<file path="src/rtl/pwr_rst_pkg.sv">
package pwr_rst_pkg;
  localparam logic [7:0] PORT_RST_VAL = 8'hFF;
  localparam logic [7:0] SP_RST_VAL   = 8'h07;

  // control -> datapath
  typedef struct packed {
    logic freeze;
  } ctrl_strobe_t;

  // datapath -> control
  typedef struct packed {
    logic rstInt;
    logic tick;
  } dp_status_t;
endpackage

</file>
<file path="src/rtl/pwr_rst_dp.sv">
module pwr_rst_dp
  import pwr_rst_pkg::*;
#(
  parameter int STATES       = 6,
  parameter int SAMPLE_STATE = 4,
  parameter int REQ_CYCLES   = 2,
  parameter int SYNC_STAGES  = 2,
  localparam int PHASES = STATES * 2,
  localparam int CW     = $clog2(PHASES),
  localparam int HW     = $clog2(REQ_CYCLES + 1)
) (
  input  logic         oscClk,
  input  logic         porN,
  input  logic         rstPin,
  input  ctrl_strobe_t strobe,
  output dp_status_t   status,
  output logic         oscEn,
  output logic [CW-2:0] stateIdx,
  output logic         phaseHi
);
  localparam logic [CW-1:0] LAST_CNT   = CW'(PHASES - 1);
  localparam logic [CW-1:0] SAMPLE_CNT = CW'(SAMPLE_STATE * 2 + 1);
  localparam logic [HW-1:0] REQ_HW     = HW'(REQ_CYCLES);
  localparam logic [HW-1:0] REQ_M1     = HW'(REQ_CYCLES - 1);

  logic [SYNC_STAGES-1:0] syncQ;
  logic [CW-1:0] cnt;
  logic [HW-1:0] hiCnt;
  logic rstQ;
  logic pinSync;
  logic run;

  // synchroniser chain, one flop per stage
  for (genvar g = 0; g < SYNC_STAGES; g++) begin : g_sync
    if (g == 0) begin : g_first
      always_ff @(posedge oscClk or negedge porN)
        if (!porN) syncQ[0] <= 1'b0;
        else       syncQ[0] <= rstPin;
    end else begin : g_next
      always_ff @(posedge oscClk or negedge porN)
        if (!porN) syncQ[g] <= 1'b0;
        else       syncQ[g] <= syncQ[g-1];
    end
  end

  assign pinSync = syncQ[SYNC_STAGES-1];
  assign run     = !strobe.freeze || pinSync;

  always_ff @(posedge oscClk or negedge porN) begin
    if (!porN) begin
      cnt   <= '0;
      hiCnt <= '0;
      rstQ  <= 1'b0;
    end else if (run) begin
      cnt <= (cnt == LAST_CNT) ? '0 : cnt + 1'b1;
      if (cnt == SAMPLE_CNT) begin
        if (pinSync) begin
          if (hiCnt != REQ_HW) hiCnt <= hiCnt + 1'b1;
          if (hiCnt >= REQ_M1) rstQ <= 1'b1;
        end else begin
          hiCnt <= '0;
        end
      end
      if (cnt == LAST_CNT && rstQ && hiCnt == '0) rstQ <= 1'b0;
    end
  end

  assign oscEn         = run;
  assign stateIdx      = cnt[CW-1:1];
  assign phaseHi       = cnt[0];
  assign status.rstInt = rstQ;
  assign status.tick   = run && cnt[0];
endmodule

</file>
<file path="src/rtl/pwr_rst_mode.sv">
module pwr_rst_mode
  import pwr_rst_pkg::*;
#(
  parameter int IRQ_W    = 6,
  parameter int PCON_W   = 8,
  parameter int IDLE_BIT = 0,
  parameter int PD_BIT   = 1,
  parameter logic [PCON_W-1:0] KEEP_MASK = 8'h10
) (
  input  logic              oscClk,
  input  logic              porN,
  input  logic [IRQ_W-1:0]  irqReq,
  input  logic [IRQ_W-1:0]  irqEn,
  input  logic              pconWe,
  input  logic [PCON_W-1:0] pconWdata,
  input  dp_status_t        status,
  output ctrl_strobe_t      strobe,
  output logic [PCON_W-1:0] pconQ,
  output logic              cpuClkEn,
  output logic              perClkEn
);
  logic [PCON_W-1:0] pconNxt;
  logic wake;

  assign wake = |(irqReq & irqEn);

  always_comb begin
    pconNxt = pconQ;
    if (pconWe) pconNxt = pconWdata;
    if (pconNxt[PD_BIT]) pconNxt[IDLE_BIT] = 1'b0;
    if (wake) pconNxt[IDLE_BIT] = 1'b0;
  end

  always_ff @(posedge oscClk or negedge porN) begin
    if (!porN)              pconQ <= '0;
    else if (status.rstInt) pconQ <= pconQ & KEEP_MASK;
    else                    pconQ <= pconNxt;
  end

  assign strobe.freeze = pconQ[PD_BIT];
  assign cpuClkEn = status.tick && !pconQ[IDLE_BIT] && !pconQ[PD_BIT];
  assign perClkEn = status.tick && !pconQ[PD_BIT];
endmodule

</file>
<file path="src/rtl/pwr_rst_ctrl.sv">
module pwr_rst_ctrl
  import pwr_rst_pkg::*;
#(
  parameter int IRQ_W        = 6,
  parameter int STATES       = 6,
  parameter int SAMPLE_STATE = 4,
  parameter int REQ_CYCLES   = 2,
  parameter int SYNC_STAGES  = 2,
  localparam int SW = $clog2(STATES * 2) - 1
) (
  input  logic             oscClk,
  input  logic             porN,
  input  logic             rstPin,
  input  logic [IRQ_W-1:0] irqReq,
  input  logic [IRQ_W-1:0] irqEn,
  input  logic             pconWe,
  input  logic [7:0]       pconWdata,
  output logic [7:0]       pconQ,
  output logic             cpuClkEn,
  output logic             perClkEn,
  output logic             oscEn,
  output logic             rstOut,
  output logic [SW-1:0]    stateIdx,
  output logic             phaseHi,
  output logic [7:0]       portRstVal,
  output logic [7:0]       spRstVal
);
  ctrl_strobe_t strobe;
  dp_status_t   status;

  pwr_rst_dp #(
    .STATES(STATES), .SAMPLE_STATE(SAMPLE_STATE),
    .REQ_CYCLES(REQ_CYCLES), .SYNC_STAGES(SYNC_STAGES)
  ) dp_i (
    .oscClk(oscClk), .porN(porN), .rstPin(rstPin), .strobe(strobe),
    .status(status), .oscEn(oscEn), .stateIdx(stateIdx), .phaseHi(phaseHi)
  );

  pwr_rst_mode #(.IRQ_W(IRQ_W)) mode_i (
    .oscClk(oscClk), .porN(porN), .irqReq(irqReq), .irqEn(irqEn),
    .pconWe(pconWe), .pconWdata(pconWdata), .status(status),
    .strobe(strobe), .pconQ(pconQ), .cpuClkEn(cpuClkEn), .perClkEn(perClkEn)
  );

  assign rstOut     = status.rstInt;
  assign portRstVal = PORT_RST_VAL;
  assign spRstVal   = SP_RST_VAL;
endmodule

</file>
<file path="config.mk">
export PLATFORM = sky130hd
export DESIGN_NAME = pwr_rst_ctrl
export DESIGN_NICKNAME = d
export VERILOG_FILES = /design/src/rtl/pwr_rst_pkg.sv /design/src/rtl/pwr_rst_dp.sv /design/src/rtl/pwr_rst_mode.sv /design/src/rtl/pwr_rst_ctrl.sv
export SDC_FILE = /design/constraint.sdc
export NUM_CORES = 1
export LEC_CHECK = 0
export CORE_ASPECT_RATIO = 1.1
export CORE_MARGIN = 10
export CORE_UTILIZATION = 34
export CTS_CLUSTER_DIAMETER = 30
export DETAILED_ROUTE_END_ITERATION = 8
export PLACE_DENSITY = 0.85
export SETUP_SLACK_MARGIN = 0.2
export SLEW_MARGIN = 10
export SYNTH_ARGS = -nofsm -noshare
export SYNTH_HDL_FRONTEND = slang
export SYNTH_SLANG_ARGS = --single-unit
</file>
<file path="constraint.sdc">
create_clock -name oscClk -period 1.2 [get_ports oscClk]
set_input_delay 0.3 -clock oscClk [delete_from_list [all_inputs] [get_ports oscClk]]
set_output_delay 0.3 -clock oscClk [all_outputs]
set_load 0.1 [all_outputs]
</file>
### Yosys cells after proc, flatten, opt, wreduce, memory -nomap -nowiden

Cells that the tools add are included.

* add/subtract/negate cells: 2
* magnitude comparators: 1
* eq/ne operators: 4
* mux-type cells: 11
* bitwise operators: 2
* reduce and logical (&&, ||, !) cells: 19

Operator list (count)
* $mux 8: 2
* $eq 4x4->1 const B: 2
* $reduce_bool 2->1: 4
* $and 6x6->6: 1
* $logic_and 1x1->1: 6
* $mux 1: 6
* $reduce_or 6->1: 1
* $add 4x1->4 const B: 1
* $mux 2: 2
* $mux 4: 1
* $ne 2x2->1 const B: 2
* $reduce_and 4->1: 1
* $reduce_bool 4->1: 1
* $reduce_and 3->1: 1
* $add 2x1->2 const B: 1
* $ge 2x1->1 const B: 1
* $logic_not 1->1: 2
* $logic_not 2->1: 1
* $reduce_and 2->1: 1
* $logic_or 1x1->1: 1
* $not 1->1: 1

* register bits: 17
* input port bits: 24
* output and inout bits: 32
* logic and storage cells: 48

### Logic depth before layout (Yosys ltp)

Gate-level depths: netlist of the first run.

* depth in word-level cells: 5
* gate-level depth with buffers: 5
* depth with buffers taken out: 5

### Hierarchy

From an unflattened synthesis of the first run, not the netlist that was laid out.

* cell total of the unflattened synthesis: 102
* area total of the unflattened synthesis: 996.0 um2

By module, submodules not included
* pwr_rst_dp: instances 1, cells each 49, area each 466.7 um2, seq. area each 225.2 um2
* pwr_rst_mode: instances 1, cells each 35, area each 401.6 um2, seq. area each 200.2 um2
* pwr_rst_ctrl: instances 1, cells each 18, area each 127.6 um2, seq. area each 0.0 um2

### Least setup slack after synthesis of the first run

Ideal clock, no wire load.

* path kind: reg-to-output
* start point: register dp_i.cnt[0]
* end point: output cpuClkEn
* arrival: 3.925 ns
* required time: 0.900 ns
* path slack: -3.025 ns
* stages on the path, launching flop included: 3
* path buffers: 0
* cells stage by stage: dfrtp_1 nor2b_1 nor2b_1

* cells in the longest elaborated chain, start to end: 3

RTL lines
* start, declared: RTL line pwr_rst_dp.sv:27 `logic [CW-1:0] cnt;`
* start signal, assigned: RTL line pwr_rst_dp.sv:55 `cnt <= (cnt == LAST_CNT) ? '0 : cnt + 1'b1;`
* $logic_and 1x1->1: RTL line pwr_rst_dp.sv:72 `assign status.tick = run && cnt[0];`
* $logic_and 1x1->1 (2 in a row): RTL line pwr_rst_mode.sv:41 `assign cpuClkEn = status.tick && !pconQ[IDLE_BIT] && !pconQ[PD_BIT];`
* end, declared: RTL line pwr_rst_ctrl.sv:19 `output logic cpuClkEn,`

Every way passes these cells.

### Worst setup path in the final report of the first run

* start point: register dp_i.cnt[0]
* end point: output perClkEn

* cells in the longest elaborated chain, start to end: 2

RTL lines
* $logic_and 1x1->1: RTL line pwr_rst_dp.sv:72
* $logic_and 1x1->1: RTL line pwr_rst_mode.sv:42 `assign perClkEn = status.tick && !pconQ[PD_BIT];`
* end, declared: RTL line pwr_rst_ctrl.sv:20 `output logic perClkEn,`

Every way passes these cells.

==> results.yml, run 1 <==
outcome:
  status: "finished with violations"
  violations: "setup timing"
cts:
  clk_path_buf_depth: 2
  cts_tree: "built"
  clk_pin_slew_ns: 0.11
  cts_root_buf: "clkbuf_4"
  cts.sinks: 17
  clk-insertion-delay-late_ns: 0.31
  htreeDepth: 1
  cts_buffers: 3
sta:
  finalSetupViolCount: 24
  setup_slack_ns: -0.328
  finalCritPeriodShare: 1.27
  rsz0062_at_grt: "yes"
  slew_viol_final: 0
  period_needed_ns: 1.53
  timing.fmax_mhz: 654
  fin_skew_ns: 0.00523
  worst_hold_slack_ns: 0.321
  finalHoldViolations: 0
floorplanning:
  core.rowCount: 20
  die-area_mm2: 0.00541
  start_util: 0.354
  die_h_um: 76.1
  die_x_um: 71.0
  core_mm2: 0.00275
  ios: 56
routing:
  dr.pass1.iters: 4
  drc: 0
  vias_per_cell: 4.79
  post_drt_wl_per_cell_um: 19.1
  ant_nets: 0
  drt-initial-drc-count: 75
  postRouteWirelength_um: 3820
  num_vias: 958
place:
  port-buffer-count: 39
  gp_congestion: 0.701
  dp_hpwl_um: 2470
  dpl.cell_count: 179
  place_area_mm2: 0.00165
logic_synthesis:
  avgSynthCellArea_um2: 9.93
  synthFlopType: "dfrtp_1"
  synth-compound-area-share: 0.0707
  seq_area_frac_synth: 0.437
  ys_ff_latch: 17
  yosysTopAreaCell: "dfrtp_1"
  synth_commonest_cells: "buf_4, dfrtp_1, nor2_1"
  synth_top_family_by_area: "simple AND/OR/NAND/NOR gates"
  synth_edf_count: 0
  synth_area_leaders: "dfrtp_1, buf_4, mux2i_1"
  synth_cells: 98
  yosysTopAreaCellShare: 0.437
  ys_types: 28
  ys.warnings.count: 0
  yosys.area_share.simple: 0.184
  synth_area_um2: 973
  synthMuxAreaShare: 0.0848
  synth_fa_ha_area_frac: 0.0514
  async_reset_ff_frac: 1.00
  synth_xor_area_frac: 0.00900
setup_path:
  path_max_fanout: 3
  required_ns: 0.90
  crit_path_end_kind: "output pin"
  arrival_ns: 1.23
  crit_path_start_kind: "register"
  reg2reg_slack_ns: -0.22
  critical_path_class: "register to output pin"
global_routing:
  grt_pass1_vias: 1056
  grt-ovfl-total: 0
  antenna_found_initial: 0
  grtUsageTotal: 0.118
  grt_first_pass_wirelength_um: 5190
  grt_max_degree: 18
min_path:
  min_path_type: "primary input to async pin"
final_layout:
  multi_input_area_um2: 582
  instances_no_fill: 200
  antennaDiodeCount: 0
  fin_area_mm2: 0.00199
  regArea_um2: 452
  fin_nets: 196
  area_delta_synth_final_pct: 104
  drive_gt1_frac: 0.521
  fillers: 181
  fin_util: 0.723
pwr:
  pwr_density_cell_mw_per_mm2: 2950
  ir_drop_mv: 2.44
  leakagePower_nw: 0.911
run:
  maxCapViolCount: 0
==> timing repair <==
item | CTS | global route
endpoints found under the setup margin | 28 | 30
pin swaps | 6 | 6
setup buffers | 12 | 5
gates resized for setup | 20 | 25
hold buffers | 0 | 0
==> placed cells by master (no fill, tap or decap), drive strengths merged <==
cell            n
nor2           10
o211ai          1
clkdlybuf4s50  22
a21oi           3
clkbuf          3
inv             4
nor2b           5
a222oi          1
a31oi           1
mux2            2
o21ai           3
or4b            1
a21o            1
xnor2           1
clkinv          1
a22oi           1
conb           16
or3             1
nand3b          3
ha              4
nand4           1
mux2i           6
dlygate4sd2     1
nor3b           1
nand3           6
dfrtp          17
buf            47
nand2           4
==> kinds of logic after synthesis <==
logic type      Yosys count
simple gates             32
buf+inv                  23
flops                    17
compound gates           11
mux                       8
fa+ha+maj                 4
other cells               2
xor+xnor                  1
==> metal layers <==
metal,up-vias,GRT usage,share of wire
met2,38,0.222,0.60
met5,-,0,0
met4,0,0.0698,0.046
met3,14,0.0339,0.043
li1,434,-,-
met1,472,0.108,0.31
==> per-stage QoR <==
| step | setup WS (ns) | power [mW] | TNS (ns) |
|---|---|---|---|
| floorplan | -0.986 | 3.34 | -2.51 |
| global placement | -0.172 | 4.59 | -1.62 |
| detailed placement | -0.231 | 4.69 | -2.01 |
| CTS | -0.328 | 5.46 | -3.04 |
| global route | -0.403 | 6.10 | -4.60 |
| finish | -0.328 | 5.88 | -3.59 |
==> registers in the layout, indices dropped and copies added, names as in the netlist <==
name          cells
mode_i.pconQ      8
dp_i.cnt          4
dp_i.hiCnt        2
dp_i.pinSync      1
dp_i.rstQ         1
dp_i.syncQ        1
==> final cells by class <==
class	count	area share
multi-input combinational	72	0.292
clock inverter	1	0.00251
timing repair buffer	70	0.434
inverter	4	0.0126
sequential	17	0.227
clock buffer	3	0.0113
tap	33	0.0207
==> path summary, 6_finish.rpt <==
kind / to / cells past startpoint / start
min: dp_i.rstQ$_DFFE_PN0P_ / 2 / porN
max in group asynchronous: dp_i.cnt[3]$_DFFE_PN0N_ / 2 / porN
max reg2reg: dp_i.hiCnt[0]$_DFFE_PN0P_ / 5 / dp_i.cnt[1]$_DFFE_PN0N_
min in group oscClk: dp_i.pinSync$_DFF_PN0_ / 0 / dp_i.syncQ[0]$_DFF_PN0_
min reg2reg: dp_i.pinSync$_DFF_PN0_ / 0 / dp_i.syncQ[0]$_DFF_PN0_
max: perClkEn / 3 / dp_i.cnt[0]$_DFFE_PN0N_
==> worst max-delay path, cell delays in order (launching register included) <==
cell and delay, ns:
dfrtp_4 0.50, nor2b_4 0.13, buf_4 0.13, buf_12 0.15
==> report_power, final <==
part / total (mW) / switching [mW] / leakage, nW / internal, mW
sequential: 1.06 / 0.228 / 0.194 / 0.828
clock: 0.329 / 0.204 / 0.0177 / 0.125
combinational: 4.49 / 2.62 / 0.700 / 1.87
total: 5.88 / 3.05 / 0.911 / 2.82
(Power assumes the default switching activity.)
==> inputs of run 2 (changes only) <==
ABC_CLOCK_PERIOD_IN_PS = 1200   (was unset)
CORE_UTILIZATION = 50   (was 34)
DONT_BUFFER_PORTS = 1   (was unset)
PLACE_DENSITY = 0.77   (was 0.85)
==> run 2 against run 1 <==
The run still ends with setup timing left. Critical path depth unchanged. Clock skew down 0.0043 ns. Worst hold slack worse by 0.30 ns. Global-route usage is 4.4 points higher. Flip-flop and latch count did not move. Highest routed layer unchanged.
==> results.yml, run 2 (synthesis results as in run 1) <==
final_layout:
  final_cell_mix: "buf_12, conb_1, buf_4"
  final_common_cell: "buf_12"
  antennaDiodeCount: 0
  drive_gt1_frac: 0.592
  fin_nets: 171
  regMostFlops: "mode_i.pconQ"
  fillers: 57
  fin_area_mm2: 0.00172
  instances_no_fill: 169
  area_delta_synth_final_pct: 76.5
  largest_reg_flops: 8
  largestRegisters: "mode_i.pconQ x8, dp_i.cnt x4, dp_i.hiCnt x2"
min_path:
  hold_path_end: "dp_i.syncQ[0]$_DFF_PN0_"
  hold_depth: 0
  hold_start: "rstPin"
  min_path_type: "primary input to register"
pwr:
  combPwrFrac: 0.764
  seqPwrFrac: 0.181
  ir_drop_mv: 2.31
  p_sw_frac: 0.528
  leakagePower_nw: 0.804
  power.share.clock: 0.055
  p_sw_mw: 3.07
  internal_power_mw: 2.74
  pwr_density_cell_mw_per_mm2: 3380
  finalPower_mw: 5.81
sta:
  rsz0062_at_grt: "yes"
  finalSetupViolCount: 18
  slew_headroom: 0.481
  slew_viol_final: 0
  finalHoldViolations: 0
  setup_slack_ns: -0.350
  timing.fmax_mhz: 645
  period_needed_ns: 1.55
  worst_pin_slew_ns: 0.779
  finalCritPeriodShare: 1.29
  fin_skew_ns: 0.000939
outcome:
  status: "finished with violations"
  violations: "setup timing"
routing:
  vias_per_cell: 5.38
  post_drt_wl_per_cell_um: 23.5
  dr.pass1.iters: 5
  postRouteWirelength_um: 3970
  drc: 0
  drt-initial-drc-count: 57
  num_vias: 910
  ant_nets: 0
cts:
  clk-insertion-delay-late_ns: 0.30
  clk_path_buf_depth: 2
  cts_root_buf: "clkbuf_4"
  cts_buffers: 3
  htreeDepth: 1
  cts_tree: "built"
  cts.sinks: 17
  clk_pin_slew_ns: 0.10
setup_path:
  arrival_ns: 1.25
  r2r_cells: 5
  timing.rr.end: "dp_i.hiCnt[0]$_DFFE_PN0P_"
  reg2reg_from: "dp_i.cnt[0]$_DFFE_PN0N_"
  crit_path_end_kind: "output pin"
  crit_path_start_kind: "register"
  critical_path_class: "register to output pin"
  path_max_fanout: 3
  reg2reg_slack_ns: -0.28
  required_ns: 0.90
floorplanning:
  die_x_um: 62.1
  die_h_um: 66.3
  start_util: 0.534
  core_mm2: 0.00182
  die-area_mm2: 0.00411
  ios: 56
  core.rowCount: 16
place:
  dpl_worst_slack_ns: -0.206
  dp_hpwl_um: 2170
  gp_congestion: 0.774
  port-buffer-count: 0
  dpl.cell_count: 146
  place_area_mm2: 0.00128
global_routing:
  grtUsageTotal: 0.162
  grt_first_pass_wirelength_um: 5040
  grt-ovfl-total: 0
  antenna_found_initial: 0
  grt_max_degree: 18
  grt_pass1_vias: 1051
run:
  maxCapViolCount: 0
==> run 2: metrics by stage <==
stage	hold slack, ns	TNS (ns)	utilization
floorplan	0.00441	-2.51	-
global placement	0.00517	-0.614	0.701
detailed placement	0.00506	-0.874	0.701
CTS	0.0324	-2.39	0.876
global route	0.00842	-4.05	0.943
finish	0.0183	-3.38	0.943
==> run 2: area by class of cell <==
type	instances	area, µm²	share of cell area
Clock buffer	4	26.3	0.0153
Inverter	4	22.5	0.0131
Multi-Input combinational cell	72	587	0.342
Sequential cell	17	452	0.263
Tap cell	27	33.8	0.0197
Timing Repair Buffer	45	597	0.347
==> run 2: worst max path at each step <==
stage | slack (ns) | from | cells past startpoint | endpoint
4_1_cts | -0.30 | mode_i.pconQ[1]$_DFF_PN0_ | 3 | cpuClkEn
2_1_floorplan | -0.99 | dp_i.cnt[0]$_DFFE_PN0N_ | 2 | cpuClkEn
3_5_place_dp | -0.21 | dp_i.cnt[1]$_DFFE_PN0N_ | 5 | dp_i.hiCnt[0]$_DFFE_PN0P_
5_1_grt | -0.38 | dp_i.cnt[0]$_DFFE_PN0N_ | 3 | cpuClkEn
3_3_place_gp | -0.17 | dp_i.cnt[1]$_DFFE_PN0N_ | 5 | dp_i.hiCnt[0]$_DFFE_PN0P_
6_report | -0.35 | dp_i.cnt[0]$_DFFE_PN0N_ | 3 | cpuClkEn
==> run 2: critical path, cell delays in order, from the launching register on <==
cell	delay, ns
dfrtp_4	0.44
nor2b_4	0.16
nor2b_4	0.17
buf_12	0.18
==> run 2: repair_timing <==
action,in CTS,in global routing
setup buffers,13,5
endpoints found under the setup margin,26,45
gates resized for setup,43,21
pin swaps,6,2
hold buffers,1,0
hold endpoints to repair,17,0
==> run 2: power by group through the flow <==
stage / registers (mW) / logic [mW] / clock network (mW)
finish: 1.05 / 4.44 / 0.319
global route: 1.08 / 4.58 / 0.341
CTS: 1.03 / 4.01 / 0.305
detailed placement: 1.05 / 3.18 / 0
global placement: 1.04 / 3.11 / 0
floorplan: 2.09 / 1.25 / 0
==> run 2: metal layers <==
metal,global-route usage,part of all wire,vias to the layer above
met2,0.309,0.56,65
met1,0.154,0.34,445
met4,0.0698,0.044,0
li1,-,-,386
met5,0,0,-
met3,0.0423,0.061,14
